`config.mk`:
```
export PLATFORM = sky130hd
export DESIGN_NAME = tmr8_top
export DESIGN_NICKNAME = d
export VERILOG_FILES = /design/src/rtl/tmr8_pkg.sv /design/src/rtl/tmr8_clksel.sv /design/src/rtl/tmr8_ctrl.sv /design/src/rtl/tmr8_cmpch.sv /design/src/rtl/tmr8_dpath.sv /design/src/rtl/tmr8_top.sv
export SDC_FILE = /design/constraint.sdc
export NUM_CORES = 1
export LEC_CHECK = 0
export ABC_AREA = 1
export BUFFER_PORTS_ARGS = -buffer_cell sky130_fd_sc_hd__buf_4
export CELL_PAD_IN_SITES_DETAIL_PLACEMENT = 1
export CELL_PAD_IN_SITES_GLOBAL_PLACEMENT = 1
export CORE_MARGIN = 1.5
export CORE_UTILIZATION = 40
export CTS_BUF_LIST = sky130_fd_sc_hd__clkbuf_8 sky130_fd_sc_hd__clkbuf_16
export DETAILED_ROUTE_END_ITERATION = 8
export PLACE_DENSITY = 0.8
export SLEW_MARGIN = 20
export SYNTH_ARGS = -nofsm -noshare
export SYNTH_HDL_FRONTEND = slang
export SYNTH_SLANG_ARGS = --single-unit
```
`constraint.sdc`:
```
create_clock -name clk -period 2.8 [get_ports clk]
set_input_delay 0.42 -clock clk [delete_from_list [all_inputs] [get_ports clk]]
set_output_delay 0.42 -clock clk [all_outputs]
set_load 0.1 [all_outputs]
```
`src/rtl/tmr8_pkg.sv`:
```
package tmr8_pkg;

  localparam int NUM_CH   = 2;
  localparam int NUM_FLAG = 3;
  localparam int ADDR_W   = 3;

  localparam logic [ADDR_W-1:0] ADDR_CTRL = 3'd0;
  localparam logic [ADDR_W-1:0] ADDR_CNT  = 3'd1;
  localparam logic [ADDR_W-1:0] ADDR_CMPA = 3'd2;
  localparam logic [ADDR_W-1:0] ADDR_CMPB = 3'd3;
  localparam logic [ADDR_W-1:0] ADDR_FLAG = 3'd4;
  localparam logic [ADDR_W-1:0] ADDR_MASK = 3'd5;

  typedef enum logic [2:0] {
    CS_STOP    = 3'd0,
    CS_DIV1    = 3'd1,
    CS_DIV8    = 3'd2,
    CS_DIV64   = 3'd3,
    CS_DIV256  = 3'd4,
    CS_DIV1024 = 3'd5,
    CS_EXTFALL = 3'd6,
    CS_EXTRISE = 3'd7
  } clkSel_e;

  typedef enum logic [1:0] {
    MODE_FREE     = 2'd0,
    MODE_CLRMATCH = 2'd1,
    MODE_UPDN_FIX = 2'd2,
    MODE_UPDN_CMP = 2'd3
  } mode_e;

  typedef struct packed {
    logic    togB;
    logic    togA;
    mode_e   mode;
    clkSel_e clkSel;
  } ctrlReg_t;

  localparam int CTRL_W = $bits(ctrlReg_t);

  // control -> datapath strobes
  typedef struct packed {
    logic              tick;
    logic              cntWr;
    logic [NUM_CH-1:0] cmpWr;
    logic [NUM_CH-1:0] togEn;
    mode_e             mode;
  } ctlStrobe_t;

  // datapath -> control events, bit order equals flag order
  typedef struct packed {
    logic matchB;
    logic matchA;
    logic ovf;
  } tmrEvent_t;

endpackage

```
`src/rtl/tmr8_clksel.sv`:
```
module tmr8_clksel
  import tmr8_pkg::*;
#(
  parameter int PRE_W = 10
) (
  input  logic       clk,
  input  logic       rstN,
  input  logic [2:0] clkSel,
  input  logic       extPin,
  output logic       tick
);

  localparam int NUM_DIV = 4;
  localparam int DivShift [NUM_DIV] = '{3, 6, 8, 10};

  logic [PRE_W-1:0]   preQ;
  logic [2:0]         syncQ;
  logic [NUM_DIV-1:0] divTick;
  logic               extRise;
  logic               extFall;

  always_ff @(posedge clk) begin
    if (!rstN) begin
      preQ  <= '0;
      syncQ <= '0;
    end else begin
      preQ  <= preQ + 1'b1;
      syncQ <= {syncQ[1:0], extPin};
    end
  end

  for (genvar g = 0; g < NUM_DIV; g++) begin : gDiv
    localparam logic [PRE_W-1:0] TapMask = PRE_W'((1 << DivShift[g]) - 1);
    assign divTick[g] = ((preQ & TapMask) == TapMask);
  end

  assign extRise = syncQ[1] & ~syncQ[2];
  assign extFall = ~syncQ[1] & syncQ[2];

  always_comb begin
    case (clkSel_e'(clkSel))
      CS_DIV1:    tick = 1'b1;
      CS_DIV8:    tick = divTick[0];
      CS_DIV64:   tick = divTick[1];
      CS_DIV256:  tick = divTick[2];
      CS_DIV1024: tick = divTick[3];
      CS_EXTFALL: tick = extFall;
      CS_EXTRISE: tick = extRise;
      default:    tick = 1'b0;
    endcase
  end

endmodule

```
`src/rtl/tmr8_ctrl.sv`:
```
module tmr8_ctrl
  import tmr8_pkg::*;
#(
  parameter int CNT_W = 8
) (
  input  logic                clk,
  input  logic                rstN,
  input  logic                busWe,
  input  logic [ADDR_W-1:0]   busAddr,
  input  logic [CNT_W-1:0]    busWdata,
  output logic [CNT_W-1:0]    busRdata,
  input  logic                tick,
  input  tmrEvent_t           evt,
  input  logic [CNT_W-1:0]    cnt,
  input  logic [CNT_W-1:0]    bufA,
  input  logic [CNT_W-1:0]    bufB,
  output logic [2:0]          clkSel,
  output ctlStrobe_t          stb,
  output logic [NUM_FLAG-1:0] flags,
  output logic [NUM_FLAG-1:0] irq
);

  ctrlReg_t            ctrlQ;
  logic [NUM_FLAG-1:0] maskQ;
  logic [NUM_FLAG-1:0] flagQ;
  logic [NUM_FLAG-1:0] flagClr;
  logic [NUM_FLAG-1:0] flagSet;

  assign flagClr = (busWe && busAddr == ADDR_FLAG) ? busWdata[NUM_FLAG-1:0] : '0;
  assign flagSet = evt;

  always_ff @(posedge clk) begin
    if (!rstN) begin
      ctrlQ <= '0;
      maskQ <= '0;
      flagQ <= '0;
    end else begin
      if (busWe && busAddr == ADDR_CTRL) ctrlQ <= ctrlReg_t'(busWdata[CTRL_W-1:0]);
      if (busWe && busAddr == ADDR_MASK) maskQ <= busWdata[NUM_FLAG-1:0];
      flagQ <= (flagQ & ~flagClr) | flagSet;
    end
  end

  assign clkSel    = ctrlQ.clkSel;
  assign stb.tick  = tick;
  assign stb.cntWr = busWe && busAddr == ADDR_CNT;
  assign stb.cmpWr = {busWe && busAddr == ADDR_CMPB, busWe && busAddr == ADDR_CMPA};
  assign stb.togEn = {ctrlQ.togB, ctrlQ.togA};
  assign stb.mode  = ctrlQ.mode;
  assign flags     = flagQ;
  assign irq       = flagQ & maskQ;

  always_comb begin
    case (busAddr)
      ADDR_CTRL: busRdata = CNT_W'(ctrlQ);
      ADDR_CNT:  busRdata = cnt;
      ADDR_CMPA: busRdata = bufA;
      ADDR_CMPB: busRdata = bufB;
      ADDR_FLAG: busRdata = CNT_W'(flagQ);
      ADDR_MASK: busRdata = CNT_W'(maskQ);
      default:   busRdata = '0;
    endcase
  end

endmodule

```
`src/rtl/tmr8_cmpch.sv`:
```
module tmr8_cmpch #(
  parameter int CNT_W = 8
) (
  input  logic             clk,
  input  logic             rstN,
  input  logic             wr,
  input  logic [CNT_W-1:0] wdata,
  input  logic             immediate,
  input  logic             load,
  input  logic             tick,
  input  logic             togEn,
  input  logic [CNT_W-1:0] cnt,
  output logic [CNT_W-1:0] bufVal,
  output logic [CNT_W-1:0] actVal,
  output logic             match,
  output logic             wave
);

  logic [CNT_W-1:0] bufQ;
  logic [CNT_W-1:0] actQ;
  logic             waveQ;

  assign match = tick && (cnt == actQ);

  always_ff @(posedge clk) begin
    if (!rstN) begin
      bufQ  <= '0;
      actQ  <= '0;
      waveQ <= 1'b0;
    end else begin
      if (wr) bufQ <= wdata;
      if (immediate && wr) actQ <= wdata;
      else if (load)       actQ <= bufQ;
      if (match && togEn) waveQ <= ~waveQ;
    end
  end

  assign bufVal = bufQ;
  assign actVal = actQ;
  assign wave   = waveQ;

endmodule

```
`src/rtl/tmr8_dpath.sv`:
```
module tmr8_dpath
  import tmr8_pkg::*;
#(
  parameter int CNT_W = 8
) (
  input  logic             clk,
  input  logic             rstN,
  input  ctlStrobe_t       stb,
  input  logic [CNT_W-1:0] wdata,
  output logic [CNT_W-1:0] cnt,
  output logic [CNT_W-1:0] actA,
  output logic [CNT_W-1:0] bufA,
  output logic [CNT_W-1:0] bufB,
  output tmrEvent_t        evt,
  output logic             outA,
  output logic             outB
);

  localparam logic [CNT_W-1:0] MaxVal = '1;

  logic [CNT_W-1:0]              cntQ, cntNext;
  logic                          dirUpQ, dirNext;
  logic [CNT_W-1:0]              topVal;
  logic                          atTop, atBottom, upDown;
  logic                          loadNow, immediate;
  logic [NUM_CH-1:0][CNT_W-1:0]  bufVal, actVal;
  logic [NUM_CH-1:0]             match, wave;

  assign upDown    = stb.mode[1];
  assign topVal    = (stb.mode == MODE_FREE || stb.mode == MODE_UPDN_FIX) ? MaxVal : actVal[0];
  assign atTop     = (cntQ == topVal);
  assign atBottom  = (cntQ == '0);
  assign immediate = (stb.mode == MODE_FREE);

  always_comb begin
    case (stb.mode)
      MODE_FREE:     loadNow = 1'b1;
      MODE_CLRMATCH: loadNow = stb.tick && atTop;
      default:       loadNow = stb.tick && atBottom;
    endcase
  end

  for (genvar ch = 0; ch < NUM_CH; ch++) begin : gCh
    tmr8_cmpch #(.CNT_W(CNT_W)) uCh (
      .clk       (clk),
      .rstN      (rstN),
      .wr        (stb.cmpWr[ch]),
      .wdata     (wdata),
      .immediate (immediate),
      .load      (loadNow),
      .tick      (stb.tick),
      .togEn     (stb.togEn[ch]),
      .cnt       (cntQ),
      .bufVal    (bufVal[ch]),
      .actVal    (actVal[ch]),
      .match     (match[ch]),
      .wave      (wave[ch])
    );
  end

  always_comb begin
    cntNext = cntQ;
    dirNext = dirUpQ;
    if (stb.cntWr) begin
      cntNext = wdata;
    end else if (stb.tick) begin
      case (stb.mode)
        MODE_FREE:     cntNext = cntQ + 1'b1;
        MODE_CLRMATCH: cntNext = atTop ? '0 : cntQ + 1'b1;
        default: begin
          if (atBottom) begin
            dirNext = 1'b1;
            cntNext = (topVal == '0) ? '0 : cntQ + 1'b1;
          end else if (atTop) begin
            dirNext = 1'b0;
            cntNext = cntQ - 1'b1;
          end else begin
            cntNext = dirUpQ ? cntQ + 1'b1 : cntQ - 1'b1;
          end
        end
      endcase
    end
  end

  always_ff @(posedge clk) begin
    if (!rstN) begin
      cntQ   <= '0;
      dirUpQ <= 1'b1;
    end else begin
      cntQ   <= cntNext;
      dirUpQ <= dirNext;
    end
  end

  assign evt.ovf    = stb.tick && (upDown ? atBottom : (cntQ == MaxVal));
  assign evt.matchA = match[0];
  assign evt.matchB = match[1];

  assign cnt  = cntQ;
  assign actA = actVal[0];
  assign bufA = bufVal[0];
  assign bufB = bufVal[1];
  assign outA = wave[0];
  assign outB = wave[1];

endmodule

```
`src/rtl/tmr8_top.sv`:
```
module tmr8_top
  import tmr8_pkg::*;
#(
  parameter int CNT_W = 8,
  parameter int PRE_W = 10
) (
  input  logic             clk,
  input  logic             rstN,
  input  logic             busWe,
  input  logic [2:0]       busAddr,
  input  logic [CNT_W-1:0] busWdata,
  output logic [CNT_W-1:0] busRdata,
  input  logic             extPin,
  output logic             outA,
  output logic             outB,
  output logic [2:0]       irq
);

  logic [2:0]          clkSel;
  logic                tick;
  ctlStrobe_t          stb;
  tmrEvent_t           evt;
  logic [CNT_W-1:0]    cnt, actA, bufA, bufB;
  logic [NUM_FLAG-1:0] flags;

  tmr8_clksel #(.PRE_W(PRE_W)) uClk (
    .clk    (clk),
    .rstN   (rstN),
    .clkSel (clkSel),
    .extPin (extPin),
    .tick   (tick)
  );

  tmr8_ctrl #(.CNT_W(CNT_W)) uCtrl (
    .clk      (clk),
    .rstN     (rstN),
    .busWe    (busWe),
    .busAddr  (busAddr),
    .busWdata (busWdata),
    .busRdata (busRdata),
    .tick     (tick),
    .evt      (evt),
    .cnt      (cnt),
    .bufA     (bufA),
    .bufB     (bufB),
    .clkSel   (clkSel),
    .stb      (stb),
    .flags    (flags),
    .irq      (irq)
  );

  tmr8_dpath #(.CNT_W(CNT_W)) uDp (
    .clk   (clk),
    .rstN  (rstN),
    .stb   (stb),
    .wdata (busWdata),
    .cnt   (cnt),
    .actA  (actA),
    .bufA  (bufA),
    .bufB  (bufB),
    .evt   (evt),
    .outA  (outA),
    .outB  (outB)
  );

endmodule

```
# Yosys cells after proc, flatten, opt, wreduce, memory -nomap -nowiden
# Cells that the tools add are included.
# op_classes
mux	20
eq_ne	22
add_sub_neg	3
reduce_logical	26
bitwise	12
# op_table
cell	n
2-to-1 mux 8 bit	12
one-hot mux 8 bit (6 select lines)	1
== test 8 bit	3
== test 3 bit (second input constant)	7
== test 8 bit (second input constant)	2
zero test 8 bit	2
one-hot mux 8 bit (2 select lines)	1
logical AND 1 bit	15
== test 3 x 2 -> 1 bit (second input constant)	4
adder 10 x 1 -> 10 bit (second input constant)	1
== test 10 bit (second input constant)	1
adder 8 x 1 -> 8 bit (second input constant)	1
nonzero test 2 bit	4
subtractor 8 x 1 -> 8 bit (second input constant)	1
one-hot mux 1 bit (7 select lines)	1
AND 3 bit	2
== test 3 x 1 -> 1 bit (second input constant)	2
== test 6 bit (second input constant)	1
inverter 1 bit	6
AND reduction 4 bit	1
zero test 3 bit	1
2-to-1 mux 1 bit	3
2-to-1 mux 3 bit	1
inverter 3 bit	1
8 further kinds	9
# word_totals
ff_bits	69
input_bits	15
elab_cells	99

# Longest topological paths before layout
# Gate-level depths: netlist of the first run.
# logic_depth
word_depth	9
mapped_depth	15
ltp_nobuf	15

# By module
# Synthesis of the first run repeated with hierarchy kept, for this count alone.
# hier_totals
hier_cells	760
area_unflattened_um2	4574.4
# by_module_without_submodules
mod	cells_per_inst	instances	seq_area_each_um2	area_per_inst_um2
tmr8_cmpch	138	2	340.3	882.1
tmr8_dpath	220	1	180.2	1197.4
tmr8_ctrl	176	1	260.2	997.2
tmr8_clksel	88	1	260.2	615.6

# Worst setup path before layout of the first run
# OpenSTA, ideal clock, no wires.
# synth_timing
path_type	input to output
from	input busAddr[0]
to	output busRdata[3]
required_time_ns	2.380
path_stages	4
path_buffers	0
slack_ns	0.022
arrival_ns	2.358
cell_sequence	inv_1 nor2_1 nand2_1 o221ai_1
# synth_between
elab_chain_cells	2
word_cells_on_any_way	7
classes_between	eq/ne: 5; mux: 1; reduce/logical: 1
# synth_rtl
item	line_no	text
start, declared	tmr8_top.sv:10	input logic [2:0] busAddr,
== test 3 bit (tied with other cells)	tmr8_ctrl.sv:54	case (busAddr)
one-hot mux 8 bit (6 select lines) (*)	tmr8_ctrl.sv:54	
end, declared	tmr8_top.sv:12	output logic [CNT_W-1:0] busRdata,
# Every way passes the cells marked *; elsewhere a longest branch is shown, timed or not.

# Worst setup path in the final report of the first run
# layout_timing
from	register uCtrl.ctrlQ, in the netlist uCtrl.stb[1]
to	output busRdata[4]
# layout_between
elab_chain_cells	1
# layout_rtl
item	line_no	text
start, declared	tmr8_ctrl.sv:23	ctrlReg_t ctrlQ;
start signal, assigned	tmr8_ctrl.sv:38	if (busWe && busAddr == ADDR_CTRL) ctrlQ <= ctrlReg_t'(busWdata[CTRL_W-1:0]);
one-hot mux 8 bit (6 select lines)	tmr8_ctrl.sv:54	
# No other way between the ends.

==> impl_metrics.tcl, run 1 <==
set metrics [dict create \
    drt-total-wl_um 13300 \
    fmax_ghz 0.420 \
    slew_viol_final 0 \
    clk_pin_slew_ns 0.09 \
    num_io_pins 28 \
    cts_tree "yes" \
    avgSynthCellArea_um2 6.72 \
    pre_cts_ws_ns 0.559 \
    clkLatencyLatePin_ns 0.37 \
    clockRootBuffer "clkbuf_8" \
    coreArea_um2 9730 \
    rows 36 \
    ys_seq_elements 69 \
    ys_seq_area_share_pct 34.5 \
    initial_core_util_pct 41.2 \
    grt_usage_pct 26.4 \
    cts_resized 0 \
    h-tree-depth 3 \
    leakage_nw 1.96 \
    fin_skew_ns 0.0136 \
    drcViolationCount 0 \
    hpwlAfterDp_um 10000 \
    die_h_um 103 \
    numPortBuffers 27 \
    via_count 4064 \
    crit_slowest_cell "dfxtp_1" \
    postCtsSetupRepairBufs 0 \
    min_period_ns 2.38 \
    r2r_setup_slack_ns 0.54 \
    wl_per_cell_um 17.7 \
    max_cap_violations 0 \
    vias_per_cell 5.41 \
    power_w 0.00238 \
    ctsLongestPathBuffers 2 \
    crit_type "flip-flop to output pin" \
    drive_above_1_share_pct 12.3 \
    final_core_util_pct 46.2 \
    drtIter0Drc 204 \
    hp-class "primary input to flip-flop" \
    cts.sinks 69 \
    critPathMaxStageDelay_ns 0.64 \
    postCtsHoldBufs 0 \
    antenna_found_initial 0 \
    crit_fanout 12 \
    cp_cell_sequence "inv_1, o221ai_1, buf_4" \
    antenna_left 0 \
    ys.flop_type "dfxtp_1" \
    hold-worst-slack_ns 0.232 \
    die_x_um 103 \
    relSlewSlack_pct 58.5 \
    gp_congestion 0.903 \
    yosysWarnings 0 \
    endpoint_kind "output pin" \
    synth_edf_count 0 \
    max_slew.worst_pin.slew_ns 0.622 \
    layout.nets 633 \
    power.density_nw_per_um2 528 \
    syn2layout_area_growth_pct 12.3 \
    finalCritPeriodShare_pct 85.0 \
    startpoint_type "flip-flop" \
    syn-cell-area_um2 4010 \
    dieArea_um2 10600 \
    worstPathArrival_ns 1.96 \
    antenna_cells 0 \
    syn_inst 596 \
    cts_buffers 9 \
    setup_ws_ns 0.419 \
    crit_required_ns 2.38 \
    synth_cell_types 37 \
    setup_tns_ns 0 \
    grt_pass1_wl_um 21200 \
    finalSetupViolCount 0 \
    grt_pass1_vias 4065 \
    synth_async_sr_flop_share_pct 0 \
    grt_setup_unrepaired "no" \
    status "completed" \
    grt_overflow_total 0 \
    grt_max_degree 40 \
    syn-num-nets 616 \
    drt_pass1_iterations 4 \
    ir_drop_mv 0.291 \
    finalHoldViolations 0 \
]
[path summary, 6_finish.rpt]
path | to | start | cells after the start
min | uClk.syncQ[0] | extPin | 3
max reg2reg | uDp.gCh[0].uCh.actVal[6] | uCtrl.stb[0] | 12
max | busRdata[4] | uCtrl.stb[1] | 3
min reg2reg | uClk.syncQ[2] | uClk.syncQ[1] | 2
[where the power goes]
group | switching, W | leakage (nW) | internal, W
Clock | 0.000436 | 0.113 | 0.000508
Sequential | 0.0000411 | 0.560 | 0.00101
Combinational | 0.000257 | 1.29 | 0.000118
Total | 0.000735 | 1.96 | 0.00164
[critical path, delay by kind of cell, from the launching register on]
family                 cells  cell delay [ns]
DFF                        1             0.64
buffers and inverters      2             0.63
AOI/OAI and AO/OA          1             0.33
[layout make-up]
class | instances | area (µm²)
Inverter | 77 | 289
Clock inverter | 7 | 100
Clock buffer | 9 | 124
Tap cell | 133 | 166
Sequential cell | 69 | 1380
Multi-Input combinational cell | 424 | 2200
Timing Repair Buffer | 32 | 240
Fill cell | 1310 | 5230
[Yosys cell counts (7+ instances only)]
library cell	instances	area share [%]
nand3_1	48	6.0
clkbuf_1	15	1.4
dfxtp_1	69	34
nor3_1	7	0.87
nand4_1	8	1.2
inv_1	70	6.6
nor2_1	32	3.0
nand2_1	135	13
xnor2_1	8	1.7
nor2_2	8	1.2
o21ai_0	59	7.4
xor2_1	18	3.9
a21oi_1	55	6.9
[flip-flops by register name (all words and copies together), names as in the netlist]
signal              cells
uClk.syncQ              3
uDp.dirUpQ              1
uCtrl.flags             3
uDp.gCh.uCh.wave        2
uClk.preQ              10
uCtrl.stb               4
uDp.gCh.uCh.bufVal     16
uDp.gCh.uCh.actVal     16
uCtrl.clkSel            3
uCtrl.maskQ             3
uDp.cnt                 8
[layout by cell type (no fill, tap or decap), drive strengths merged]
master	Yosys	final
nand2	142	142
inv	75	77
dfxtp	69	69
o21ai	60	60
a21oi	56	56
nand3	51	51
nor2	42	42
buf	11	32
xor2	18	18
clkbuf	15	9
nand4	8	8
xnor2	8	8
nor3	7	7
a22oi	6	6
o221ai	5	5
ha	5	5
o211ai	4	4
clkinv	2	4
a221oi	3	3
nor4	3	3
bufinv	0	2
o2111ai	1	1
a31o	1	1
o22ai	1	1
or2	1	1
and3b	1	1
nor3b	1	1
clkinvlp	0	1
[cell families after synthesis]
| family | synth area share (%) |
|---|---|
| buffers and inverters | 10.7 |
| AOI/OAI and AO/OA | 18.9 |
| and+or+nand+nor | 28.7 |
| DFF | 34.5 |
| adders and majority gates | 1.56 |
| xor gates and xnor gates | 5.69 |
[stage by stage]
stage               std cells  area (µm²)
detailed placement        735        4270
finish                    751        4500
global placement          735        4270
CTS                       751        4500
floorplan                 596        4010
global route              751        4500
[routing by layer]
metal	vias to the layer above	wire [µm]	track usage, %
met1	1968	6240	35.6
li1	1987	-	-
met2	83	6180	42.0
met5	-	0	0
met3	26	505	5.02
met4	0	343	9.56
No activity file was read; power rests on OpenSTA's default activity.
==> run 2: changes to the inputs <==
--- a/config.mk
+++ b/config.mk
@@ -10,10 +10,10 @@
 export CELL_PAD_IN_SITES_DETAIL_PLACEMENT = 1
 export CELL_PAD_IN_SITES_GLOBAL_PLACEMENT = 1
 export CORE_MARGIN = 1.5
-export CORE_UTILIZATION = 40
+export CORE_UTILIZATION = 45
 export CTS_BUF_LIST = sky130_fd_sc_hd__clkbuf_8 sky130_fd_sc_hd__clkbuf_16
 export DETAILED_ROUTE_END_ITERATION = 8
-export PLACE_DENSITY = 0.8
+export PLACE_DENSITY = 0.88
 export SLEW_MARGIN = 20
 export SYNTH_ARGS = -nofsm -noshare
 export SYNTH_HDL_FRONTEND = slang
==> constraint.sdc (replaced) <==
create_clock -name clk -period 2.8 [get_ports clk]
set_input_delay 0.56 -clock clk [delete_from_list [all_inputs] [get_ports clk]]
set_output_delay 0.56 -clock clk [all_outputs]
set_load 0.1 [all_outputs]
==> impl_metrics.tcl, run 2 (synthesis results as in run 1) <==
set metrics [dict create \
    crit_required_ns 2.24 \
    fin_cells 727 \
    postCtsSetupRepairBufs 0 \
    crit_fanout 7 \
    drive_above_1_share_pct 12.8 \
    vias_per_cell 5.71 \
    gp_congestion 0.943 \
    fin_area_um2 4450 \
    finalCritPeriodShare_pct 89.7 \
    numPortBuffers 27 \
    h-tree-depth 3 \
    clockRootBuffer "clkbuf_8" \
    drt_pass1_iterations 7 \
    fmax_ghz 0.398 \
    worstPathArrival_ns 1.95 \
    met3_usage_pct 5.47 \
    die_x_um 97.3 \
    place_area_um2 4260 \
    multiInputGateArea_um2 2210 \
    via_count 4149 \
    clkLatencyLatePin_ns 0.35 \
    intPower_w 0.00156 \
    dieArea_um2 9480 \
    grt_usage_pct 29.1 \
    coreArea_um2 8680 \
    layout.nets 634 \
    hp-class "primary input to flip-flop" \
    initial_core_util_pct 46.2 \
    wl_per_cell_um 18.7 \
    grt_overflow_total 0 \
    p_comb_share_pct 17.4 \
    mostFrequentLayoutCells "nand2_1, inv_1, dfxtp_1, o21ai_0, a21oi_1" \
    antenna_left 0 \
    cp_cell_sequence "buf_4, inv_1, nor2_1, nand2_1, inv_1, a221oi_1, o211ai_1, buf_4" \
    pwr-share-clk_pct 36.1 \
    min_period_ns 2.51 \
    grt_pass1_vias 4235 \
    use_met1_pct 37.8 \
    power.density_nw_per_um2 508 \
    relSlewSlack_pct 55.1 \
    status "completed" \
    clk_pin_slew_ns 0.07 \
    pwr-share-seq_pct 46.6 \
    antenna_cells 0 \
    drcViolationCount 0 \
    max_cap_violations 0 \
    finalSetupViolCount 0 \
    switching_share_pct 31.0 \
    drt-total-wl_um 13600 \
    crit_family "buffers and inverters" \
    rows 34 \
    ctsLongestPathBuffers 2 \
    fin_skew_ns 0.00985 \
    drtIter0Drc 238 \
    crit_type "primary input to output pin" \
    postCtsHoldBufs 0 \
    power_w 0.00226 \
    slew_viol_final 0 \
    cts_buffers 9 \
    finalHoldViolations 0 \
    cts_resized 0 \
    hpwlAfterDp_um 9960 \
    p_switching_w 0.000703 \
    endpoint_kind "output pin" \
    crit_slowest_cell "a221oi_1" \
    critPathMaxStageDelay_ns 0.33 \
    grt-busiest-layer "met2" \
    max_slew.worst_pin.slew_ns 0.673 \
    num_io_pins 28 \
    grt_setup_unrepaired "no" \
    ir_drop_mv 0.274 \
    die_h_um 97.3 \
    grt_pass1_wl_um 21900 \
    crit_buf_inv 4 \
    grt_max_degree 40 \
    dp.cells 711 \
    final_common_cell "nand2_1" \
    cts_tree "yes" \
    fillCellCount 1166 \
    startpoint_type "primary input" \
    antenna_found_initial 0 \
    syn2layout_area_growth_pct 11.2 \
    cts.sinks 69 \
    grtUsageMet2_pct 48.2 \
    leakage_nw 1.96 \
    register_area_um2 1380 \
    final_core_util_pct 51.3 \
]
-- run 2: path summary, 6_finish.rpt --
kind	endpoint	from	cells past startpoint	slack, ns
max	busRdata[1]	busAddr[0]	8	0.29
max reg2reg	uDp.gCh[0].uCh.actVal[7]	uCtrl.stb[0]	12	0.40
min reg2reg	uClk.syncQ[1]	uClk.syncQ[0]	2	0.43
min	uClk.syncQ[0]	extPin	3	0.40
-- run 2: worst min-delay path, cell delays in order --
cell	delay (ns)
buf_4	0.08
nand2_1	0.04
inv_1	0.04
-- run 2: power groups by stage --
stage	combinational, W	sequential [W]	clock (W)
floorplan	0.000286	0.00106	0
global placement	0.000364	0.00107	0
CTS	0.000386	0.00105	0.000812
finish	0.000393	0.00105	0.000816
global route	0.000433	0.00106	0.000861
detailed placement	0.000381	0.00108	0
-- run 2: area by class of cell --
cell class                      count  area share, %
Sequential cell                    69           31.0
Multi-Input combinational cell    424           49.6
Timing Repair Buffer               33           5.56
Inverter                           77           6.49
Clock buffer                       10           3.09
Clock inverter                      6           1.21
Tap cell                          108           3.04
-- run 2: layer usage --
metal	wire length [µm]	vias up	share of wire (%)
met5	0	-	0
met4	388	0	2.9
met1	6120	1987	45
li1	-	1989	-
met3	671	36	4.9
met2	6430	137	47
-- run 2: stage by stage --
step | setup slack, ns | hold WS, ns | TNS, ns
3_5_place_dp | 0.312 | 0.414 | 0
3_3_place_gp | 0.410 | 0.398 | 0
2_1_floorplan | -0.258 | 0.390 | -1.27
4_1_cts | 0.312 | 0.399 | 0
5_1_grt | 0.189 | 0.410 | 0
6_report | 0.289 | 0.398 | 0
